===== src/rtl/spark_router_pkg.sv =====
package spark_router_pkg;

    typedef enum logic [1:0] {
        MIR_COP  = 2'b00,
        MIR_CYL4 = 2'b01,
        MIR_CYL6 = 2'b10,
        MIR_CYL8 = 2'b11
    } mirror_mode_e;

    localparam int unsigned HALF_CYL4 = 2;
    localparam int unsigned HALF_CYL6 = 3;
    localparam int unsigned HALF_CYL8 = 4;

endpackage


===== src/rtl/spark_steer.sv =====
module spark_steer #(
    parameter int unsigned N_OUT = 8,
    localparam int unsigned SEL_W = $clog2(N_OUT)
) (
    input  logic             pulse_i,
    input  logic [SEL_W-1:0] sel_i,
    output logic [N_OUT-1:0] lines_o
);
    always_comb begin
        lines_o = '0;
        for (int i = 0; i < N_OUT; i++) begin
            if (sel_i == SEL_W'(i)) begin
                lines_o[i] = pulse_i;
            end
        end
    end
endmodule


===== src/rtl/spark_mirror.sv =====
module spark_mirror
    import spark_router_pkg::*;
#(
    parameter int unsigned N_OUT = 8,
    localparam int unsigned SEL_W = $clog2(N_OUT)
) (
    input  logic [N_OUT-1:0] raw_i,
    input  mirror_mode_e     mode_i,
    input  logic             dis_i,
    output logic [N_OUT-1:0] coil_o
);
    logic [SEL_W:0] half;

    always_comb begin
        unique case (mode_i)
            MIR_COP:  half = '0;
            MIR_CYL4: half = (SEL_W+1)'(HALF_CYL4);
            MIR_CYL6: half = (SEL_W+1)'(HALF_CYL6);
            MIR_CYL8: half = (SEL_W+1)'(HALF_CYL8);
            default:  half = '0;
        endcase
    end

    always_comb begin
        for (int i = 0; i < N_OUT; i++) begin
            if ((SEL_W+1)'(i) >= half && (SEL_W+1)'(i) < (half << 1)) begin
                coil_o[i] = raw_i[SEL_W'((SEL_W+1)'(i) - half)];
            end else begin
                coil_o[i] = raw_i[i];
            end
        end
        if (dis_i) begin
            coil_o = '0;
        end
    end
endmodule


===== src/rtl/spark_router.sv =====
module spark_router
    import spark_router_pkg::*;
#(
    parameter int unsigned N_OUT = 8,
    localparam int unsigned SEL_W = $clog2(N_OUT),
    localparam int unsigned N_CH  = 2
) (
    input  logic             spark_a_i,
    input  logic             spark_b_i,
    input  logic [SEL_W-1:0] sel_a_i,
    input  logic [SEL_W-1:0] sel_b_i,
    input  logic [1:0]       mirror_i,
    input  logic             out_dis_i,
    output logic [N_OUT-1:0] coil_o
);
    logic [N_CH-1:0]             pulse;
    logic [N_CH-1:0][SEL_W-1:0]  sel;
    logic [N_CH-1:0][N_OUT-1:0]  lines;
    logic [N_OUT-1:0]            merged;
    mirror_mode_e                mode;

    assign pulse = {spark_b_i, spark_a_i};
    assign sel   = {sel_b_i, sel_a_i};
    assign mode  = mirror_mode_e'(mirror_i);

    for (genvar c = 0; c < N_CH; c++) begin : g_chan
        spark_steer #(.N_OUT(N_OUT)) steer_i (
            .pulse_i (pulse[c]),
            .sel_i   (sel[c]),
            .lines_o (lines[c])
        );
    end

    always_comb begin
        merged = '0;
        for (int c = 0; c < N_CH; c++) begin
            merged = merged | lines[c];
        end
    end

    spark_mirror #(.N_OUT(N_OUT)) mirror_i_inst (
        .raw_i  (merged),
        .mode_i (mode),
        .dis_i  (out_dis_i),
        .coil_o (coil_o)
    );
endmodule


===== config.mk =====
export PLATFORM = sky130hd
export DESIGN_NAME = spark_router
export DESIGN_NICKNAME = d
export VERILOG_FILES = /design/src/rtl/spark_router_pkg.sv /design/src/rtl/spark_steer.sv /design/src/rtl/spark_mirror.sv /design/src/rtl/spark_router.sv
export SDC_FILE = /design/constraint.sdc
export NUM_CORES = 1
export LEC_CHECK = 0
export BUFFER_PORTS_ARGS = -buffer_cell sky130_fd_sc_hd__buf_2
export CAP_MARGIN = 5
export CORE_AREA = 10 10 56 58
export DETAILED_ROUTE_END_ITERATION = 8
export DIE_AREA = 0 0 66 68
export PLACE_DENSITY_LB_ADDON = 0.2
export SLEW_MARGIN = 10
export SYNTH_ARGS = -nofsm -noshare
export SYNTH_HDL_FRONTEND = slang
export SYNTH_SLANG_ARGS = --single-unit

===== constraint.sdc =====
create_clock -name vclk -period 1.97
set_input_delay 0.0985 -clock vclk [all_inputs]
set_output_delay 0.0985 -clock vclk [all_outputs]
set_load 0.03 [all_outputs]

==> flow_metrics.py <==
metrics = {
    "critical_path": {
        "crit_chain": "buf_2 > inv_1 > buf_4 > ha_1 > xnor2_1 > a221oi_1 > or4_1 > a21o_1 > a21oi_2 > buf_4",
        "cp_common_cell": "buf_4",
        "crit_type": "input port to output pin",
        "crit_path_max_fanout": 3,
        "start_kind": "input port",
        "end_kind": "output pin",
        "critPathMaxStageDelay_ns": 0.43,
        "arrival_ns": 1.79,
        "crit_slowest_cell": "or4_1",
        "path_buf_inv": 4,
        "crit_family": "buffers and inverters",
        "critPathRequiredTime_ns": 1.87,
    },
    "detailed_routing": {
        "dr.pass1.iters": 4,
        "route.detailed.drc": 0,
        "num_vias": 823,
        "drt-initial-drc-count": 34,
        "vias_per_cell": 5.523,
        "ant_nets": 0,
        "avgRoutedWirePerCell_um": 14.38,
        "wirelength_um": 2142,
    },
    "sta": {
        "maxSlewHeadroom_pct": 71.34,
        "fin_crit_ns": 1.893,
        "finalHoldViolCount": 0,
        "whs_ns": 0.6317,
        "worst_slew_pin_slew_ns": 0.4290,
        "fmax_ghz": 0.5282,
        "setup_violations": 0,
        "grt_setup_unrepaired": "yes",
        "slew_violations": 0,
        "final.setup.tns_ns": 0,
        "finalCritPeriodShare_pct": 96.11,
    },
    "yosys": {
        "synth_common_cells": "nor2_1 (9), ha_1 (8), nand2_1 (7)",
        "synth_area_um2": 775.7,
        "yosys.area.top_type": "ha_1",
        "synth_most_common_cell": "nor2_1",
        "yosysSeqAreaShare_pct": 0,
        "synth_top_area_share_pct": 12.90,
        "yosys_warnings": 0,
        "syn-num-nets": 114,
        "synthDistinctLibCells": 44,
        "postSynthAreaPerCell_um2": 8.166,
        "synthCells": 95,
        "synth_top_cells_by_area": "ha_1 (13%), mux4_2 (8.7%), mux2i_1 (5.2%)",
    },
    "floorplan": {
        "dieArea_um2": 4488,
        "num_rows": 17,
        "ios": 19,
        "start_util_pct": 36.84,
        "core_um2": 2106,
        "die-width_um": 66,
        "die_h_um": 68,
    },
    "power_and_ir_drop": {
        "irDropWorstVdd_mv": 0.09765,
        "switching_share_pct": 54.05,
        "clockPowerShare_pct": 0,
        "power.total_uw": 233.8,
        "powerDensity_nw_per_um2": 229.2,
        "p_comb_share_pct": 100.0,
        "switchingPower_uw": 126.3,
        "pwr-share-seq_pct": 0,
        "internal_power_uw": 107.4,
        "p_leak_uw": 0.0004076,
    },
    "finish": {
        "fill_cells": 207,
        "nFlopsAndLatches": 0,
        "fin_area_um2": 1020,
        "clkbuf_count": 0,
        "seqCellArea_um2": 0,
        "fin_nets": 142,
        "drive_gt1_share_pct": 43.80,
        "post-route-util_pct": 48.43,
        "area_growth_pct": 31.45,
        "diodes": 0,
    },
    "status": {
        "outcome": "completed",
    },
    "min_path": {
        "hold_path.class": "input port to output pin",
        "worstHoldEndpoint": "coil_o[3]",
        "hold_path_startpoint": "out_dis_i",
        "min_path_cells": 3,
    },
    "cts": {
        "cts_setup_buffers": 0,
        "ctsHoldBuffers": 0,
    },
    "flow_run": {
        "cap_violations": 0,
    },
    "placed_design": {
        "gp_congestion": 0.8854,
        "port_buffers": 19,
        "post_dp_cell_area_um2": 980.9,
        "dpl.hpwl_um": 1841,
    },
    "global_routing": {
        "grt_use_total_pct": 9.197,
        "antenna_found_initial": 0,
        "grt_start_max_net_pins": 15,
        "grt_pass1_vias": 774,
        "grt-ovfl-total": 0,
        "grt_pass1_wl_um": 3505,
    },
}
==> layout make-up <==
type / count / area, um^2 / area share, %
timing repair buffer: 32 / 201.4 / 19.75
inverter: 5 / 18.77 / 1.840
multi-input combinational: 84 / 764.5 / 74.97
tap: 28 / 35.03 / 3.436
==> metrics by stage <==
stage          setup WS, ns  std cells
6_report            0.07672        149
5_1_grt            -0.02323        149
4_1_cts             0.01148        149
3_5_place_dp       -0.02022        149
2_1_floorplan       0.03949         95
3_3_place_gp        0.01678        149
==> cell families (layout without fill, tap and decap cells) <==
group           Yosys count  in the layout  synth area share [%]
compound gates           24             24                 26.45
xor+xnor                  4              4                 4.517
fa+ha+maj                 8              8                 12.90
buf+inv                  11             37                 7.419
mux                      12             12                 23.39
simple gates             36             36                 25.32
==> what timing repair did <==
action,4_1_cts,5_1_grt
gates resized for setup,1,9
endpoints found under the setup margin,1,4
gates cloned,0,0
pin swaps,0,0
hold endpoints to repair,0,0
==> placed cells by master, fill, tap and decap left out, types with 2 or more instances in the layout <==
| cell | netlist | final |
|---|---|---|
| buf_2 | 1 | 17 |
| buf_4 | 0 | 14 |
| ha_1 | 8 | 7 |
| inv_1 | 5 | 5 |
| mux2_2 | 3 | 3 |
| mux2i_1 | 4 | 4 |
| mux4_2 | 3 | 4 |
| nand2_1 | 7 | 7 |
| nand2b_1 | 4 | 4 |
| nand3_1 | 3 | 3 |
| nand3b_1 | 4 | 4 |
| nor2_1 | 9 | 9 |
| nor3b_1 | 2 | 2 |
| o221ai_1 | 3 | 3 |
| o22ai_1 | 4 | 3 |
| o22ai_2 | 1 | 2 |
| xnor2_1 | 2 | 2 |
| xor2_2 | 0 | 2 |
==> how the worst max path moves through the flow <==
stage | startpoint | end | slack, ns | depth (start not counted)
after floorplan | mirror_i[1] | coil_o[3] | 0.04 | 7
after CTS | mirror_i[1] | coil_o[3] | 0.01 | 8
after global routing | mirror_i[1] | coil_o[4] | -0.02 | 10
after detailed placement | mirror_i[1] | coil_o[3] | -0.02 | 8
final | mirror_i[1] | coil_o[4] | 0.08 | 10
after global placement | mirror_i[0] | coil_o[3] | 0.02 | 8
==> power groups by stage <==
| stage | registers [uW] | clock network [uW] | logic [uW] |
|---|---|---|---|
| global placement | 0 | 0 | 217 |
| floorplan | 0 | 0 | 153 |
| global route | 0 | 0 | 254 |
| finish | 0 | 0 | 234 |
| CTS | 0 | 0 | 222 |
| detailed placement | 0 | 0 | 220 |
==> layer usage <==
metal	track usage, %	up-vias	part of all wire (%)	wire length (um)
li1	-	418	-	-
met1	12.60	377	44	937
met2	16.30	28	51	1086
met3	0.6525	0	5.5	118
met4	0	0	0	0
met5	0	-	0	0
No activity file was read; power rests on OpenSTA's default activity.
